### config.mk
export PLATFORM = sky130hd
export DESIGN_NAME = lq_unit
export DESIGN_NICKNAME = d
export VERILOG_FILES = /design/src/rtl/lq_pkg.sv /design/src/rtl/lq_slots.sv /design/src/rtl/lq_ptrs.sv /design/src/rtl/lq_issue.sv /design/src/rtl/lq_unit.sv
export SDC_FILE = /design/constraint.sdc
export NUM_CORES = 1
export LEC_CHECK = 0
export BUFFER_PORTS_ARGS = -buffer_cell sky130_fd_sc_hd__buf_2
export CAP_MARGIN = 10
export CORE_MARGIN = 2
export CORE_UTILIZATION = 45
export DETAILED_ROUTE_END_ITERATION = 6
export PLACE_DENSITY = 0.71
export SETUP_SLACK_MARGIN = 0.05
export SKIP_LAST_GASP = 1
export SLEW_MARGIN = 0
export SYNTH_ARGS = -nofsm -noshare
export SYNTH_HDL_FRONTEND = slang
export SYNTH_SLANG_ARGS = --single-unit
### constraint.sdc
create_clock -name clk -period 11.3 [get_ports clk]
set_clock_uncertainty 0.15 [all_clocks]
set_input_delay 0 -clock clk [delete_from_list [all_inputs] [get_ports clk]]
set_output_delay 0 -clock clk [all_outputs]
set_load 0.05 [all_outputs]
### src/rtl/lq_pkg.sv
// Shared types for the load queue.
// Assumes nothing beyond standard SystemVerilog.
package lq_pkg;
    // Outcome of an issue request for one cycle.
    typedef enum logic [1:0] {
        VERD_NONE    = 2'd0,
        VERD_SEND    = 2'd1,
        VERD_RESCHED = 2'd2
    } verdict_e;
endpackage

### src/rtl/lq_slots.sv
// Slot storage of the load queue: valid bit, sequence number and uncacheable
// flag per slot, plus per-slot release and removal masks for commit and squash.
// Assumes entries are held in program order, so the masks form a prefix
// (release) and a suffix (removal) of the occupied region.
module lq_slots #(
    parameter int DEPTH = 8,
    parameter int SEQ_W = 16,
    parameter int IDX_W = 3
) (
    input  logic             clk,
    input  logic             rst_n,
    input  logic             wr_en,
    input  logic [IDX_W-1:0] wr_idx,
    input  logic [SEQ_W-1:0] wr_seq,
    input  logic             wr_uc,
    input  logic             rel_en,
    input  logic [SEQ_W-1:0] rel_seq,
    input  logic             kill_en,
    input  logic [SEQ_W-1:0] kill_seq,
    output logic [DEPTH-1:0] vld,
    output logic [DEPTH-1:0] ucf,
    output logic [SEQ_W-1:0] seqs [DEPTH],
    output logic [DEPTH-1:0] rel_mask,
    output logic [DEPTH-1:0] kill_mask
);
    for (genvar g = 0; g < DEPTH; g++) begin : g_slot
        logic hit_wr;

        // Address decode of the insert for this slot.
        always_comb hit_wr = wr_en && (int'(wr_idx) == g);

        // Commit and squash selection for this slot.
        always_comb begin
            rel_mask[g]  = vld[g] && rel_en && (seqs[g] < rel_seq);
            kill_mask[g] = vld[g] && kill_en && (seqs[g] > kill_seq);
        end

        // Slot state: written on insert, freed on release or removal.
        always_ff @(posedge clk) begin
            if (!rst_n) begin
                vld[g]  <= 1'b0;
                ucf[g]  <= 1'b0;
                seqs[g] <= '0;
            end else if (hit_wr) begin
                vld[g]  <= 1'b1;
                ucf[g]  <= wr_uc;
                seqs[g] <= wr_seq;
            end else if (rel_mask[g] || kill_mask[g]) begin
                vld[g]  <= 1'b0;
            end
        end
    end
endmodule

### src/rtl/lq_ptrs.sv
// Head, tail and occupancy of the circular load queue.
// Assumes the caller never pushes while full or during a squash, and that
// release and removal counts never exceed the occupancy.
module lq_ptrs #(
    parameter int DEPTH = 8,
    parameter int IDX_W = 3,
    parameter int CNT_W = 4
) (
    input  logic             clk,
    input  logic             rst_n,
    input  logic             push,
    input  logic [CNT_W-1:0] rel_n,
    input  logic [CNT_W-1:0] kill_n,
    output logic [IDX_W-1:0] head,
    output logic [IDX_W-1:0] tail,
    output logic [CNT_W-1:0] count,
    output logic             full
);
    localparam int LIMIT = DEPTH - 1;

    // Forward move of a slot index, modulo the queue depth.
    function automatic logic [IDX_W-1:0] step_fwd(input logic [IDX_W-1:0] p, input int n);
        int t;
        t = (int'(p) + n) % DEPTH;
        return IDX_W'(t);
    endfunction

    // Backward move of a slot index, modulo the queue depth.
    function automatic logic [IDX_W-1:0] step_back(input logic [IDX_W-1:0] p, input int n);
        int t;
        t = (int'(p) + DEPTH - n) % DEPTH;
        return IDX_W'(t);
    endfunction

    // One slot is kept as sentinel, so capacity is DEPTH-1.
    always_comb full = (int'(count) >= LIMIT);

    // Pointer and occupancy update.
    always_ff @(posedge clk) begin
        if (!rst_n) begin
            head  <= '0;
            tail  <= '0;
            count <= '0;
        end else begin
            head  <= step_fwd(head, int'(rel_n));
            tail  <= push ? step_fwd(tail, 1) : step_back(tail, int'(kill_n));
            count <= count + CNT_W'(push) - rel_n - kill_n;
        end
    end

    a_r2_no_overflow: assert property (@(posedge clk) disable iff (!rst_n)
        int'(count) <= LIMIT);

    a_r3_push_grows: assert property (@(posedge clk) disable iff (!rst_n)
        (push && rel_n == '0 && kill_n == '0) |=> (count == $past(count) + 1'b1));

    a_r5_kill_shrinks: assert property (@(posedge clk) disable iff (!rst_n)
        (!push && rel_n == '0 && kill_n != '0) |=> (count == $past(count) - $past(kill_n)));
endmodule

### src/rtl/lq_issue.sv
// Issue gating and blocked-load report.
// Decides per cycle whether the presented load goes to memory or must be
// rescheduled. Records the oldest load that memory refused.
// Assumes slot fields are already selected by the caller for the requested index.
module lq_issue
    import lq_pkg::*;
#(
    parameter int SEQ_W = 16,
    parameter int IDX_W = 3
) (
    input  logic             clk,
    input  logic             rst_n,
    input  logic             req_valid,
    input  logic [IDX_W-1:0] req_idx,
    input  logic             req_at_commit,
    input  logic             slot_valid,
    input  logic             slot_uc,
    input  logic [SEQ_W-1:0] slot_seq,
    input  logic [IDX_W-1:0] head,
    input  logic             mem_ready,
    input  logic             blk_clr,
    input  logic             hnd_set,
    output logic             mem_req,
    output logic             resched,
    output logic             blocked,
    output logic             handled,
    output logic [SEQ_W-1:0] blk_seq
);
    verdict_e verdict;
    logic     refused;
    logic     keep_old;
    logic     take;

    // Verdict: uncacheable loads only leave from the head when at commit.
    always_comb begin
        if (!req_valid || !slot_valid)
            verdict = VERD_NONE;
        else if (slot_uc && (req_idx != head || !req_at_commit))
            verdict = VERD_RESCHED;
        else
            verdict = VERD_SEND;
    end

    always_comb begin
        mem_req = (verdict == VERD_SEND);
        resched = (verdict == VERD_RESCHED);
    end

    // A refusal is recorded unless an older refused load is already held.
    always_comb begin
        refused  = mem_req && !mem_ready;
        keep_old = blocked && (blk_seq < slot_seq);
        take     = refused && !keep_old;
    end

    // Blocked-load report registers; a new record beats clear and handled.
    always_ff @(posedge clk) begin
        if (!rst_n) begin
            blocked <= 1'b0;
            handled <= 1'b0;
            blk_seq <= '0;
        end else if (take) begin
            blocked <= 1'b1;
            handled <= 1'b0;
            blk_seq <= slot_seq;
        end else begin
            if (blk_clr) blocked <= 1'b0;
            if (hnd_set) handled <= 1'b1;
        end
    end

    a_r6_uc_from_head: assert property (@(posedge clk) disable iff (!rst_n)
        (mem_req && slot_uc) |-> (req_idx == head && req_at_commit));

    a_r7_refusal_recorded: assert property (@(posedge clk) disable iff (!rst_n)
        (mem_req && !mem_ready && !(blocked && blk_seq < slot_seq))
            |=> (blocked && !handled && blk_seq == $past(slot_seq)));

    a_r8_older_kept: assert property (@(posedge clk) disable iff (!rst_n)
        (blocked && mem_req && !mem_ready && blk_seq < slot_seq && !blk_clr)
            |=> (blocked && $stable(blk_seq)));

    a_r11_no_verdict_empty: assert property (@(posedge clk) disable iff (!rst_n)
        (req_valid && !slot_valid) |-> (!mem_req && !resched));
endmodule

### src/rtl/lq_unit.sv
// Per-thread ordered load queue.
// Inserts at the tail, releases committed loads from the head, and drops
// squashed loads from the tail, all in one cycle. Gates issue of each load
// and reports the oldest load refused by memory.
// Assumes sequence numbers increase along the queue and do not wrap.
module lq_unit #(
    parameter int DEPTH = 8,
    parameter int SEQ_W = 16,
    localparam int IDX_W = (DEPTH > 1) ? $clog2(DEPTH) : 1,
    localparam int CNT_W = $clog2(DEPTH + 1)
) (
    input  logic             clk,
    input  logic             rst_n,
    input  logic             ins_valid,
    input  logic [SEQ_W-1:0] ins_seq,
    input  logic             ins_uc,
    output logic [IDX_W-1:0] ins_slot,
    input  logic             cmt_valid,
    input  logic [SEQ_W-1:0] cmt_seq,
    input  logic             sq_valid,
    input  logic [SEQ_W-1:0] sq_seq,
    input  logic             iss_valid,
    input  logic [IDX_W-1:0] iss_idx,
    input  logic             iss_at_commit,
    input  logic             mem_ready,
    output logic             mem_req,
    output logic             resched,
    input  logic             blk_clr,
    input  logic             hnd_set,
    output logic             blocked,
    output logic             handled,
    output logic [SEQ_W-1:0] blk_seq,
    output logic [SEQ_W-1:0] head_seq,
    output logic [CNT_W-1:0] count,
    output logic             full
);
    logic [DEPTH-1:0] vld, ucf, rel_mask, kill_mask;
    logic [SEQ_W-1:0] seqs [DEPTH];
    logic [IDX_W-1:0] head, tail;
    logic [CNT_W-1:0] rel_n, kill_n;
    logic             push;
    logic             sel_ok, sel_valid, sel_uc;
    logic [SEQ_W-1:0] sel_seq;

    // Insert accepted only with room and no squash in flight.
    always_comb push = ins_valid && !full && !sq_valid;

    // Number of entries released and removed this cycle.
    always_comb begin
        rel_n  = CNT_W'($countones(rel_mask));
        kill_n = CNT_W'($countones(kill_mask));
    end

    // Fields of the slot named by the issue request.
    always_comb begin
        sel_ok    = int'(iss_idx) < DEPTH;
        sel_valid = sel_ok ? vld[iss_idx]  : 1'b0;
        sel_uc    = sel_ok ? ucf[iss_idx]  : 1'b0;
        sel_seq   = sel_ok ? seqs[iss_idx] : '0;
    end

    // Head sequence number, zero for an empty head slot.
    always_comb head_seq = vld[head] ? seqs[head] : '0;

    always_comb ins_slot = tail;

    lq_slots #(.DEPTH(DEPTH), .SEQ_W(SEQ_W), .IDX_W(IDX_W)) u_slots (
        .clk       (clk),
        .rst_n     (rst_n),
        .wr_en     (push),
        .wr_idx    (tail),
        .wr_seq    (ins_seq),
        .wr_uc     (ins_uc),
        .rel_en    (cmt_valid),
        .rel_seq   (cmt_seq),
        .kill_en   (sq_valid),
        .kill_seq  (sq_seq),
        .vld       (vld),
        .ucf       (ucf),
        .seqs      (seqs),
        .rel_mask  (rel_mask),
        .kill_mask (kill_mask)
    );

    lq_ptrs #(.DEPTH(DEPTH), .IDX_W(IDX_W), .CNT_W(CNT_W)) u_ptrs (
        .clk    (clk),
        .rst_n  (rst_n),
        .push   (push),
        .rel_n  (rel_n),
        .kill_n (kill_n),
        .head   (head),
        .tail   (tail),
        .count  (count),
        .full   (full)
    );

    lq_issue #(.SEQ_W(SEQ_W), .IDX_W(IDX_W)) u_issue (
        .clk           (clk),
        .rst_n         (rst_n),
        .req_valid     (iss_valid),
        .req_idx       (iss_idx),
        .req_at_commit (iss_at_commit),
        .slot_valid    (sel_valid),
        .slot_uc       (sel_uc),
        .slot_seq      (sel_seq),
        .head          (head),
        .mem_ready     (mem_ready),
        .blk_clr       (blk_clr),
        .hnd_set       (hnd_set),
        .mem_req       (mem_req),
        .resched       (resched),
        .blocked       (blocked),
        .handled       (handled),
        .blk_seq       (blk_seq)
    );

    a_r10_empty_head_zero: assert property (@(posedge clk) disable iff (!rst_n)
        (count == '0) |-> (head_seq == '0));

    a_r4_commit_frees: assert property (@(posedge clk) disable iff (!rst_n)
        (cmt_valid && !sq_valid && !push) |=> (count == $past(count) - $past(rel_n)));
endmodule

==> flow_summary.json, run 1 <==
{
  "status": "completed",
  "relSlewSlack": 0.163,
  "multi_input_area_um2": 10700,
  "hold_slack_ps": 56.7,
  "gp_congestion": 0.998,
  "layout_setup_ws_ps": 4500,
  "synth_seq_cells": 172,
  "cts.sinks": 172,
  "maxCapViolCount": 0,
  "final_nets": 2090,
  "io_buffers": 105,
  "worstSetupStartpoint": "u_slots.seqs[105]",
  "syn_area_per_cell_um2": 8.92,
  "antenna_found_initial": 1,
  "grt_start_max_net_pins": 93,
  "viasPerCell": 6.50,
  "power_density_nw_per_um2": 100,
  "drtIter0Drc": 1937,
  "finalSetupTns_ps": 0,
  "wl_um": 57200,
  "finalWorstPathRequiredPeriod_ps": 6800,
  "p_leak_nw": 7.24,
  "antenna_cells": 0,
  "htree_levels": 4,
  "place_hpwl_um": 41900,
  "fillers": 3084,
  "period_share": 0.602,
  "numCtsBuffers": 17,
  "overflow": 0,
  "design.portCount": 106,
  "maxSlewViolCount": 0,
  "area_delta_synth_final_pct": 11.2,
  "power_mw": 1.65,
  "place_area_um2": 15600,
  "max_freq_mhz": 147,
  "synth_cells": 1664,
  "p_clk_frac": 0.390,
  "synthTopCellsByArea": "ha_1 (24%), dfxtp_1 (23%), mux4_2 (11%)",
  "clock_latency_ps": 470,
  "vdd_drop_max_mv": 0.113,
  "regArea_um2": 3450,
  "sequentialPowerShare": 0.389,
  "ctsRootBufferMaster": "clkbuf_16",
  "vias": 14229,
  "dp_slack_ps": 4460,
  "tightestPinTransition_ps": 1220,
  "synth.net_count": 2021,
  "fin_util": 0.507,
  "min-delay-start": "iss_valid",
  "report.final.setup_viol": 0,
  "start_util": 0.456,
  "cts_tree": "yes",
  "rsz0062_at_grt": "no",
  "hold_viol": 0,
  "yosys_warnings": 0,
  "cts_resized": 0,
  "fin_cells": 2188,
  "p_switching_uw": 547,
  "synth-edff-count": 0,
  "syn_area_um2": 14800,
  "async_flop_share": 0,
  "startpoint_type": "flip-flop",
  "die_w_um": 186,
  "dr.pass1.iters": 6,
  "die_y_um": 186,
  "route.detailed.drc": 0,
  "crit_fanout": 5,
  "synth_cell_types": 61,
  "core-area_um2": 32500,
  "critical_path_class": "reg -> reg",
  "rows": 66,
  "synth_top_area_share": 0.237,
  "post_cts_buffers": 0,
  "p_int_mw": 1.11,
  "dp_cells": 2130,
  "die_area_um2": 34400,
  "antenna_left": 0,
  "clk_pin_slew_ps": 80,
  "cts_buffer_depth": 2,
  "grt_pass1_vias": 13420,
  "synth_largest_area_cell": "ha_1",
  "grt_pass1_wl_um": 83500,
  "ys_seq_area_frac": 0.232,
  "synth_ff_type": "dfxtp_1",
  "grt_usage": 0.333,
  "crit_required_ps": 11460,
  "reg2reg_from": "u_slots.seqs[105]",
  "layout-drive-gt1-share": 0.138,
  "combPwrFrac": 0.221,
  "wire_per_inst_um": 26.1,
  "final_area_um2": 16500,
  "switching_share": 0.331,
  "hold_class": "in -> reg",
  "end_kind": "flip-flop",
  "cts-hold-fix-buffers": 25,
  "critPathArrivalTime_ps": 6970
}
## metal layers
layer,track usage,vias to the layer above,share of wire
met5,0,-,0.00023
met4,0.177,2,0.052
met3,0.0675,160,0.11
met2,0.516,860,0.44
met1,0.438,6874,0.39
li1,-,6333,-
## synthesized netlist by cell type, types with 3 or more instances
library cell	instances
o21ai_0	39
buf_1	12
nor2b_1	17
a211oi_1	12
a21o_1	46
clkbuf_2	7
nand2_1	234
a21oi_1	223
nor3_1	8
nor2_1	43
inv_1	76
dfxtp_1	172
a2111oi_0	7
and2_1	5
o21a_1	6
a311oi_1	16
o32ai_1	3
clkbuf_1	57
and4_1	13
buf_4	10
buf_6	3
ha_1	281
o2111ai_1	3
a31o_2	4
o211ai_1	11
a221o_1	4
mux2i_1	34
a31oi_1	4
buf_2	12
nand4_1	38
mux4_2	70
nand3_1	107
and3_1	7
nor4_1	4
nand2b_1	8
a211o_1	8
xnor2_1	13
fa_1	14
## power by group through the flow
stage	combinational (mW)	sequential, mW	clock, mW
after floorplan	0.220	0.671	0
after global placement	0.346	0.657	0
after detailed placement	0.351	0.657	0
after CTS	0.360	0.643	0.646
after global routing	0.391	0.646	0.670
final	0.366	0.644	0.644
## layout by cell type, fill, tap and decap left out, drive strengths merged, types with 21 or more instances in the layout
master and count:
ha 281, nand2 234, a21oi 223, dfxtp 172, buf 125, nand3 107, inv 78, mux4 70
a21o 46, nor2 43, o21ai 39, nand4 38, mux2i 34, dlygate4sd3 25, clkbuf 21
## path summary, 6_finish.rpt
path	slack, ps	to	depth (start not counted)
max reg2reg	4500	u_ptrs.count[3]	23
min reg2reg	310	u_slots.ucf[4]	2
max	4500	u_ptrs.count[3]	23
min	60	u_issue.blk_seq[13]	5
## worst max-delay path, cell delays in order (launching register included)
cell	delay (ps)
dfxtp_1	410
ha_1	280
a21o_1	160
a21o_1	170
a221o_1	300
a221o_1	330
o221a_2	250
and2_1	170
fa_1	500
inv_1	50
fa_1	500
fa_1	590
inv_1	50
ha_1	210
fa_1	440
xnor2_1	290
fa_1	470
ha_1	280
inv_1	50
fa_1	440
xnor2_1	150
xnor2_1	210
xnor2_1	150
nor2_1	50
## final cells by class
| class | instances | area share |
|---|---|---|
| multi-input combinational | 1315 | 0.646 |
| inverter | 76 | 0.0174 |
| sequential | 172 | 0.209 |
| tap | 442 | 0.0335 |
| clock inverter | 11 | 0.00963 |
| clock buffer | 21 | 0.0279 |
| timing repair buffer | 151 | 0.0569 |
## kinds of logic after synthesis
family | Yosys count | share of synthesized area
AO/OA/AOI/OAI | 407 | 0.168
XOR/XNOR | 13 | 0.00767
adder cells (fa/ha/maj) | 295 | 0.256
buffers and inverters | 177 | 0.0504
flip-flops | 172 | 0.232
multiplexers | 105 | 0.130
AND/OR/NAND/NOR | 495 | 0.156
## state kept, by name, indices dropped and copies added (netlist names)
name / count
u_slots.ucf: 8
u_issue.blk_seq: 16
u_slots.seqs: 128
u_ptrs.count: 4
u_slots.vld: 8
u_ptrs.head: 3
u_issue.blocked: 1
u_issue.handled: 1
u_ptrs.tail: 3
(Power assumes the default switching activity.)
==> run 2, diff against run 1 <==
==> constraint.sdc (replaced) <==
create_clock -name clk -period 6.7 [get_ports clk]
set_clock_uncertainty 0.15 [all_clocks]
set_input_delay 0 -clock clk [delete_from_list [all_inputs] [get_ports clk]]
set_output_delay 0 -clock clk [all_outputs]
set_load 0.05 [all_outputs]
==> run 2 against run 1 <==
Net effect: sequential power rose by 68%; die area did not move; non-clock buffer count grew 36; fmax increased by 3.6%; routed wire length down 0.11%; critical endpoint unchanged.
==> flow_summary.json, run 2 (synthesis gave the netlist of run 1 again) <==
{
  "gp_congestion": 1.03,
  "numCtsBuffers": 17,
  "hold_class": "in -> reg",
  "rsz0062_at_grt": "yes",
  "multi_input_area_um2": 10700,
  "report.final.setup_viol": 0,
  "die_w_um": 186,
  "vias": 14358,
  "layout-drive-gt1-share": 0.164,
  "crit_path_max_incr_delay_ps": 580,
  "regArea_um2": 3450,
  "htree_levels": 4,
  "critPathArrivalTime_ps": 6730,
  "grt_use_met1": 0.434,
  "io_buffers": 105,
  "area_delta_synth_final_pct": 13.3,
  "wl_um": 57100,
  "crit_fanout": 2,
  "power_density_nw_per_um2": 164,
  "layout_setup_ws_ps": 133,
  "max_freq_mhz": 152,
  "vdd_drop_max_mv": 0.194,
  "period_share": 0.980,
  "status": "completed",
  "final_common_cell": "ha_1",
  "design.portCount": 106,
  "tightestPinTransition_ps": 1330,
  "die_area_um2": 34400,
  "place_hpwl_um": 42100,
  "viasPerCell": 6.46,
  "fin_cells": 2224,
  "drtIter0Drc": 1713,
  "route.detailed.drc": 0,
  "clock_latency_ps": 460,
  "gr-usage-met2": 0.521,
  "crit_top_cell": "fa_1",
  "grt_start_max_net_pins": 96,
  "cts.sinks": 172,
  "overflow": 0,
  "grt_usage": 0.335,
  "cpMaxStageDelayCell": "fa_1",
  "dp_cells": 2164,
  "clk_pin_slew_ps": 80,
  "largest_register_ffs": 128,
  "maxCapViolCount": 0,
  "final_nets": 2126,
  "top_regs": "u_slots.seqs (128), u_issue.blk_seq (16)",
  "path_cells": "ha_4 -> and4_1 -> a221o_1 -> a221o_1 -> o221a_4 -> and2_4 -> fa_1 -> inv_2 -> fa_1 -> fa_1 -> inv_2 -> ha_4 -> fa_1 -> ha_1 -> inv_2 -> fa_1 -> ha_2 -> inv_2 -> fa_2 -> xnor2_2 -> xnor2_1 -> xnor2_1 -> nor2_1",
  "start_util": 0.456,
  "dr.pass1.iters": 5,
  "antenna_left": 0,
  "maxSlewViolCount": 0,
  "cts_tree": "yes",
  "grt_pass1_vias": 13982,
  "crit_required_ps": 6860,
  "ctsRootBufferMaster": "clkbuf_16",
  "relSlewSlack": 0.114,
  "top_register": "u_slots.seqs",
  "busiest_layer": "met2",
  "end_kind": "flip-flop",
  "p_leak_nw": 7.38,
  "crit_family": "adder cells",
  "die_y_um": 186,
  "wire_per_inst_um": 25.7,
  "fillers": 3039,
  "dp_slack_ps": 40.9,
  "hold_viol": 0,
  "rows": 66,
  "cts_buffer_depth": 2,
  "finalWorstPathRequiredPeriod_ps": 6570,
  "antenna_cells": 0,
  "grt_pass1_wl_um": 84500,
  "fin_util": 0.517,
  "finalSetupTns_ps": 0,
  "core-area_um2": 32500,
  "startpoint_type": "flip-flop",
  "power_mw": 2.77,
  "critical_path_class": "reg -> reg",
  "grt_util_met3": 0.0777,
  "final_cell_mix": "ha_1 (277), nand2_1 (234), a21oi_1 (223), dfxtp_1 (169), nand3_1 (107)",
  "antenna_found_initial": 1,
  "critPathBufInv": 4
}
==> run 2: cell types whose count changed in the layout (fill, tap and decap cells not counted), sizes merged <==
| cell | change |
|---|---|
| buf | +36 |
| dlymetal6s2s | -1 |
| dlygate4sd3 | +1 |
| inv | +4 |
| clkinv | -1 |
| bufinv | -2 |
| clkbuf | -1 |
==> run 2: worst register-to-register path, delay by kind of cell, from the launching register on <==
kind	cells	cell delay [ps]
buffers and inverters	4	170
adder cells (fa/ha/maj)	10	3870
AND/OR/NAND/NOR	3	430
flip-flops	1	390
XOR/XNOR	3	470
AO/OA/AOI/OAI	3	970
==> run 2: area by class of cell <==
type / count / area share
inverter: 76 / 0.0171
tap: 442 / 0.0329
clock buffer: 20 / 0.0272
clock inverter: 12 / 0.00744
multi-input combinational: 1315 / 0.639
sequential: 172 / 0.205
timing repair buffer: 187 / 0.0717
==> run 2: through the flow <==
step / hold slack (ps) / cell area, µm²
2_1_floorplan: 6.74 / 14800
3_3_place_gp: 117 / 15900
3_5_place_dp: 121 / 15900
4_1_cts: 57.8 / 16700
5_1_grt: 95.3 / 16800
6_report: 58.5 / 16800
==> run 2: what timing repair did <==
item | 4_1_cts | 5_1_grt
endpoints found under the hold margin | 165 | 0
setup endpoints to repair | 1 | 1
pin swaps | 8 | 15
hold buffers | 26 | 0
setup buffers | 0 | 2
resized for setup | 1 | 16
==> run 2: where the power goes <==
| group | total (mW) | leakage, nW | internal (mW) | switching [mW] |
|---|---|---|---|---|
| Clock | 1.04 | 0.277 | 0.542 | 0.498 |
| Combinational | 0.641 | 5.72 | 0.221 | 0.420 |
| Sequential | 1.08 | 1.39 | 1.05 | 0.0347 |
==> run 2: final timing paths <==
check	startpoint	to	slack, ps	cells past startpoint
worst max-delay path	u_slots.seqs[106]	u_ptrs.count[3]	130	23
worst min-delay path	iss_valid	u_issue.blk_seq[6]	60	5
worst max register to register	u_slots.seqs[106]	u_ptrs.count[3]	130	23
worst min register to register	u_slots.ucf[5]	u_slots.ucf[5]	320	2
==> run 2: per-layer routing <==
layer / share of wire / wire (µm)
met1: 0.39 / 22500
met2: 0.45 / 25400
met3: 0.11 / 6320
met4: 0.049 / 2830
met5: 0.00028 / 16
